--- src/rtl/fprf_pkg.sv ---
package fprf_pkg;
  localparam int unsigned DefNumRegs = 16;
  localparam int unsigned DefDataW   = 64;
  localparam int unsigned DefTagW    = 4;
  localparam int unsigned DefRdPorts = 2;

  typedef enum logic [1:0] {
    UPD_HOLD    = 2'd0,
    UPD_RENAME  = 2'd1,
    UPD_CAPTURE = 2'd2
  } upd_e;
endpackage

--- src/rtl/fprf_entry.sv ---
module fprf_entry
  import fprf_pkg::*;
#(
  parameter int unsigned DATA_W = DefDataW,
  parameter int unsigned TAG_W  = DefTagW
) (
  input  logic              clk_i,
  input  logic              rst_ni,
  input  logic              ren_sel_i,
  input  logic [TAG_W-1:0]  ren_tag_i,
  input  logic              cdb_valid_i,
  input  logic [TAG_W-1:0]  cdb_tag_i,
  input  logic [DATA_W-1:0] cdb_data_i,
  output logic [DATA_W-1:0] data_o,
  output logic [TAG_W-1:0]  tag_o
);
  logic [DATA_W-1:0] data_q;
  logic [TAG_W-1:0]  tag_q;
  upd_e              upd;

  // rename outranks capture: a newer producer owns the entry
  always_comb begin
    upd = UPD_HOLD;
    if (ren_sel_i) begin
      upd = UPD_RENAME;
    end else if (cdb_valid_i && (cdb_tag_i != '0) && (tag_q == cdb_tag_i)) begin
      upd = UPD_CAPTURE;
    end
  end

  always_ff @(posedge clk_i or negedge rst_ni) begin
    if (!rst_ni) begin
      data_q <= '0;
      tag_q  <= '0;
    end else begin
      unique case (upd)
        UPD_RENAME:  tag_q <= ren_tag_i;
        UPD_CAPTURE: begin
          data_q <= cdb_data_i;
          tag_q  <= '0;
        end
        default: ;
      endcase
    end
  end

  assign data_o = data_q;
  assign tag_o  = tag_q;
endmodule

--- src/rtl/fprf_ren_dec.sv ---
module fprf_ren_dec
  import fprf_pkg::*;
#(
  parameter int unsigned NUM_REGS = DefNumRegs,
  parameter int unsigned TAG_W    = DefTagW,
  localparam int unsigned ADDR_W  = $clog2(NUM_REGS)
) (
  input  logic              ren_valid_i,
  input  logic [ADDR_W-1:0] ren_addr_i,
  input  logic [TAG_W-1:0]  ren_tag_i,
  output logic [NUM_REGS-1:0] sel_o
);
  logic ren_ok;
  // a zero station ID would fake a ready entry; drop it
  assign ren_ok = ren_valid_i && (ren_tag_i != '0);

  for (genvar i = 0; i < NUM_REGS; i++) begin : g_sel
    assign sel_o[i] = ren_ok && (ren_addr_i == ADDR_W'(i));
  end
endmodule

--- src/rtl/fprf_rd_port.sv ---
module fprf_rd_port
  import fprf_pkg::*;
#(
  parameter int unsigned NUM_REGS = DefNumRegs,
  parameter int unsigned DATA_W   = DefDataW,
  parameter int unsigned TAG_W    = DefTagW,
  localparam int unsigned ADDR_W  = $clog2(NUM_REGS)
) (
  input  logic [ADDR_W-1:0]                addr_i,
  input  logic [NUM_REGS-1:0][DATA_W-1:0]  ent_data_i,
  input  logic [NUM_REGS-1:0][TAG_W-1:0]   ent_tag_i,
  input  logic                             cdb_valid_i,
  input  logic [TAG_W-1:0]                 cdb_tag_i,
  input  logic [DATA_W-1:0]                cdb_data_i,
  output logic [DATA_W-1:0]                data_o,
  output logic [TAG_W-1:0]                 tag_o
);
  logic [DATA_W-1:0] sel_data;
  logic [TAG_W-1:0]  sel_tag;
  logic              fwd;

  assign sel_data = ent_data_i[addr_i];
  assign sel_tag  = ent_tag_i[addr_i];
  // same-cycle result: forward so the issuing op sees it ready
  assign fwd      = cdb_valid_i && (cdb_tag_i != '0) && (sel_tag == cdb_tag_i);

  assign data_o = fwd ? cdb_data_i : sel_data;
  assign tag_o  = fwd ? '0 : sel_tag;
endmodule

--- src/rtl/fprf_tagged.sv ---
module fprf_tagged
  import fprf_pkg::*;
#(
  parameter int unsigned NUM_REGS = DefNumRegs,
  parameter int unsigned DATA_W   = DefDataW,
  parameter int unsigned TAG_W    = DefTagW,
  parameter int unsigned NUM_RD   = DefRdPorts,
  localparam int unsigned ADDR_W  = $clog2(NUM_REGS)
) (
  input  logic                            clk_i,
  input  logic                            rst_ni,
  input  logic [NUM_RD-1:0][ADDR_W-1:0]   rd_addr_i,
  output logic [NUM_RD-1:0][DATA_W-1:0]   rd_data_o,
  output logic [NUM_RD-1:0][TAG_W-1:0]    rd_tag_o,
  input  logic                            ren_valid_i,
  input  logic [ADDR_W-1:0]               ren_addr_i,
  input  logic [TAG_W-1:0]                ren_tag_i,
  input  logic                            cdb_valid_i,
  input  logic [TAG_W-1:0]                cdb_tag_i,
  input  logic [DATA_W-1:0]               cdb_data_i
);
  logic [NUM_REGS-1:0]              ren_sel;
  logic [NUM_REGS-1:0][DATA_W-1:0]  ent_data;
  logic [NUM_REGS-1:0][TAG_W-1:0]   ent_tag;

  fprf_ren_dec #(
    .NUM_REGS(NUM_REGS),
    .TAG_W   (TAG_W)
  ) u_dec (
    .ren_valid_i(ren_valid_i),
    .ren_addr_i (ren_addr_i),
    .ren_tag_i  (ren_tag_i),
    .sel_o      (ren_sel)
  );

  for (genvar i = 0; i < NUM_REGS; i++) begin : g_ent
    fprf_entry #(
      .DATA_W(DATA_W),
      .TAG_W (TAG_W)
    ) u_ent (
      .clk_i      (clk_i),
      .rst_ni     (rst_ni),
      .ren_sel_i  (ren_sel[i]),
      .ren_tag_i  (ren_tag_i),
      .cdb_valid_i(cdb_valid_i),
      .cdb_tag_i  (cdb_tag_i),
      .cdb_data_i (cdb_data_i),
      .data_o     (ent_data[i]),
      .tag_o      (ent_tag[i])
    );
  end

  for (genvar p = 0; p < NUM_RD; p++) begin : g_rd
    fprf_rd_port #(
      .NUM_REGS(NUM_REGS),
      .DATA_W  (DATA_W),
      .TAG_W   (TAG_W)
    ) u_rd (
      .addr_i     (rd_addr_i[p]),
      .ent_data_i (ent_data),
      .ent_tag_i  (ent_tag),
      .cdb_valid_i(cdb_valid_i),
      .cdb_tag_i  (cdb_tag_i),
      .cdb_data_i (cdb_data_i),
      .data_o     (rd_data_o[p]),
      .tag_o      (rd_tag_o[p])
    );
  end
endmodule

--- config.mk ---
export PLATFORM = sky130hd
export DESIGN_NAME = fprf_tagged
export DESIGN_NICKNAME = d
export VERILOG_FILES = /design/src/rtl/fprf_pkg.sv /design/src/rtl/fprf_entry.sv /design/src/rtl/fprf_ren_dec.sv /design/src/rtl/fprf_rd_port.sv /design/src/rtl/fprf_tagged.sv
export SDC_FILE = /design/constraint.sdc
export NUM_CORES = 2
export LEC_CHECK = 0
export BUFFER_PORTS_ARGS = -buffer_cell sky130_fd_sc_hd__buf_2
export CAP_MARGIN = 20
export CORE_UTILIZATION = 42
export CTS_CLUSTER_DIAMETER = 200
export CTS_CLUSTER_SIZE = 40
export DETAILED_ROUTE_END_ITERATION = 7
export PLACE_DENSITY = 0.61
export SLEW_MARGIN = 10
export SYNTH_ARGS = -nofsm -noshare
export SYNTH_HDL_FRONTEND = slang
export SYNTH_HIERARCHICAL = 1
export SYNTH_SLANG_ARGS = --single-unit
--- constraint.sdc ---
create_clock -name clk_i -period 2.9 [get_ports clk_i]
set_input_delay 0.145 -clock clk_i [delete_from_list [all_inputs] [get_ports clk_i]]
set_output_delay 0.145 -clock clk_i [all_outputs]
set_load 0.05 [all_outputs]
==> results.json <==
{
  "globalRouteMet3Util_pct": 3.24,
  "dominant_combinational_cell_family_by_area_after_synthesis": "multiplexers",
  "finalCoreUtilization_pct": 47.2,
  "timing.final.setup_violations": 136,
  "timing_max_transition_violations_final": 0,
  "antenna_found_initial": 7,
  "synth-adder-area-share_pct": 0,
  "gate_count_after_technology_mapping": 4043,
  "design.die.area_um2": 158000,
  "dominantRegCellSynth": "sky130_fd_sc_hd__dfrtp_1",
  "design.final.nets": 4458,
  "yosys-top-cells-area": "sky130_fd_sc_hd__dfrtp_1 41%, sky130_fd_sc_hd__mux2_4 23%, sky130_fd_sc_hd__mux4_2 19%",
  "synthDistinctLibCells": 37,
  "clk_path_buf_depth": 3,
  "worstPathRequired_ns": 2.76,
  "crit_type": "reg2out",
  "synth_mux_area_share_pct": 46.3,
  "post_drt_via_cell_ratio": 6.01,
  "postSynthRegisterBits": 1088,
  "path_type_of_the_worst_min_delay_path": "in2async",
  "cts_tree": "built",
  "fp.coreArea_um2": 155000,
  "routabilityCongestion": 0.856,
  "yosysWarnings": 6,
  "synth_seq_area_share_pct": 41.4,
  "ioPinCount": 224,
  "worst-endpoint-arrival_ns": 3.74,
  "layout_min_cycle_time_ns": 3.89,
  "timing.critical_path.slowest_stage_cell": "sky130_fd_sc_hd__mux4_2",
  "synth_compound_gate_area_share_pct": 4.01,
  "max_cap_viol_count": 0,
  "pre_cts_ws_ns": -0.295,
  "drive_gt1_share_pct": 54.0,
  "yosys.area_share.xor_xnor_pct": 1.09,
  "die_x_um": 398,
  "cts-buffers-inserted": 31,
  "grt_pass1_vias": 41100,
  "clock-sinks": 1088,
  "timing.final.crit_share_pct": 134,
  "yosysTopAreaCell": "sky130_fd_sc_hd__dfrtp_1",
  "area.growth.synth_to_final_pct": 10.9,
  "die_y_um": 398,
  "row_count": 144,
  "dp.final_hpwl_um": 113000,
  "grt_first_pass_wirelength_um": 277000,
  "grt_util_met1_pct": 33.6,
  "setup_slack_ns": -0.989,
  "firstDrtPassIters": 7,
  "grt_remaining_overflow": 0,
  "initialDrtViolationCount": 2841,
  "cp_max_fo": 16,
  "via_count": 38600,
  "route.final.wire_length_um": 183000,
  "critical_path.most_common_cell": "sky130_fd_sc_hd__mux4_2",
  "path_clk_slew_ns": 0.16,
  "hold_viol": 0,
  "fmax_mhz": 257,
  "cts_root_buffer": "sky130_fd_sc_hd__clkbuf_16",
  "tightest_slew_ns": 1.18,
  "ir_worst_vdd_v": 0.000530,
  "grt_util_met2_pct": 36.4,
  "startpoint_type": "flip-flop",
  "cts.htree.levels": 1,
  "area_fraction_of_the_dominant_cell_type_after_synthesis_pct": 41.4,
  "global_route_total_usage_across_every_layer_pct": 23.1,
  "synth.net_count": 4131,
  "synth_area_per_cell_um2": 16.3,
  "asr_flop_ratio_synth_pct": 100,
  "port-buffer-count": 223,
  "synth_edf_count": 0,
  "run_status": "finished, violations left",
  "rel_slew_slack_pct": 21.3,
  "grt_start_max_net_pins": 106,
  "fin_skew_ns": 0.0273,
  "busiest_layer": "met2",
  "wl_per_cell_um": 28.5,
  "drc_violation_count_after_routing": 0,
  "netlist_area_um2": 65800,
  "leakage_nw": 33.6,
  "critical_path.max_stage_delay_ns": 0.50,
  "grt_setup_unrepaired": "true",
  "clock_insertion_delay_worst_skew_ns": 0.72,
  "effective_utilization_at_floorplan_pct": 42.5,
  "critical_path.endpoint_type": "primary output",
  "failing_checks": "negative setup slack",
  "cp_cell_sequence": "mux4_2 -> mux4_2 -> or3_4 -> a21boi_4 -> nand4_4 -> buf_12 -> clkbuf_16 -> mux2_4 -> buf_6",
  "total_power_density_per_cell_area_nw_per_um2": 913,
  "remaining_antenna_violation_count_after_routing": 0,
  "post_synth_and_or_nand_nor_area_fraction_pct": 2.45
}
[worst max-delay path: cells and delay by family, from the launching register on]
kind | cells | cell delay (ns)
simple gates | 2 | 0.48
buf+inv | 3 | 0.56
compound gates | 1 | 0.20
flops | 1 | 0.44
mux | 3 | 1.30
[where the power goes]
part	switching, mW	internal, mW	total, mW	leakage, nW
sequential	5.62	22.4	28.0	13.4
clock	4.68	1.99	6.68	0.404
combinational	11.7	20.2	31.9	19.9
[repair_timing]
item / 4_1_cts / 5_1_grt
endpoints found under the setup margin: 136 / 136
gates resized for setup: 187 / 104
pin swaps: 3 / 5
gates cloned: 3 / 2
hold buffers: 73 / 0
buffers inserted: 5 / 2
hold endpoints to repair: 1352 / 0
[worst paths after layout]
check / from / endpoint / slack [ns] / depth (start not counted)
min: rst_ni / g_ent[9].u_ent/data_o[54] / 0.03 / 2
max reg2reg: g_ent[2].u_ent/tag_o[2] / g_ent[2].u_ent/data_o[31] / 0.70 / 6
max: g_ent[3].u_ent/tag_o[2] / rd_data_o[120] / -0.99 / 9
max in group asynchronous: rst_ni / g_ent[10].u_ent/data_o[18] / 1.76 / 4
min in group clk_i: cdb_data_i[47] / g_ent[0].u_ent/data_o[47] / 0.06 / 2
min reg2reg: g_ent[6].u_ent/data_o[56] / g_ent[6].u_ent/data_o[56] / 0.54 / 1
[area by class of cell]
type / count / area, µm²
antenna: 1 / 2.50
clock buffer: 32 / 790
clock inverter: 2 / 32.5
fill: 13100 / 81800
inverter: 4 / 15.0
multi-input combinational: 2610 / 35600
sequential: 1088 / 27200
tap: 2044 / 2560
timing repair buffer: 635 / 6740
[logic make-up after synthesis]
| logic type | Yosys count |
|---|---|
| flops | 1088 |
| compound gates | 415 |
| simple gates | 287 |
| mux | 1840 |
| buf+inv | 345 |
| xor+xnor | 68 |
[state kept, by name, indices dropped and copies added, names as in the netlist]
| signal | cells |
|---|---|
| g_ent.u_ent/data_o | 1024 |
| g_ent.u_ent/tag_o | 64 |
[cells in the mapped netlist, drive strengths merged, types with 6 or more instances]
master  count
mux4      544
nor2b     130
nor4        8
mux2     1156
a21oi     128
nor2        7
nand4      20
nand2      74
a211oi    128
dfrtp    1088
or3        18
mux2i     140
o21ai     132
xnor2      68
nor3       11
nand2b      6
o41ai      17
buf       229
clkbuf    112
[metrics by stage]
step	cells	area [µm²]	setup TNS [ns]	power, mW	hold WS, ns
after floorplan	4043	65800	0	51.2	-0.151
after global placement	6296	70400	-21.99	58.0	0.200
after detailed placement	6296	70400	-27.08	58.7	0.200
after CTS	6411	72600	-126.56	66.4	0.00153
after global routing	6415	73000	-135.54	70.0	0.0217
final	6416	73000	-123.55	66.6	0.0287
[layout by cell type (no fill, tap or decap), types with 80 or more instances in the layout]
| master | Yosys | routed |
|---|---|---|
| sky130_fd_sc_hd__buf_2 | 44 | 80 |
| sky130_fd_sc_hd__o21ai_0 | 132 | 132 |
| sky130_fd_sc_hd__buf_12 | 96 | 111 |
| sky130_fd_sc_hd__a21oi_1 | 128 | 128 |
| sky130_fd_sc_hd__dfrtp_1 | 1088 | 1088 |
| sky130_fd_sc_hd__nor2b_1 | 130 | 130 |
| sky130_fd_sc_hd__buf_4 | 0 | 250 |
| sky130_fd_sc_hd__mux2i_1 | 140 | 140 |
| sky130_fd_sc_hd__mux2_4 | 1014 | 1020 |
| sky130_fd_sc_hd__buf_6 | 27 | 97 |
| sky130_fd_sc_hd__mux2_2 | 142 | 136 |
| sky130_fd_sc_hd__mux4_2 | 544 | 544 |
| sky130_fd_sc_hd__a211oi_1 | 128 | 128 |
[layer usage]
layer,part of all wire (%),wire (µm),vias to the layer above
li1,-,-,16200
met1,45,82900,21100
met2,47,86200,1022
met3,5.3,9740,193
met4,2.3,4300,10
met5,0.026,47,-
No activity file was read; power rests on OpenSTA's default activity.
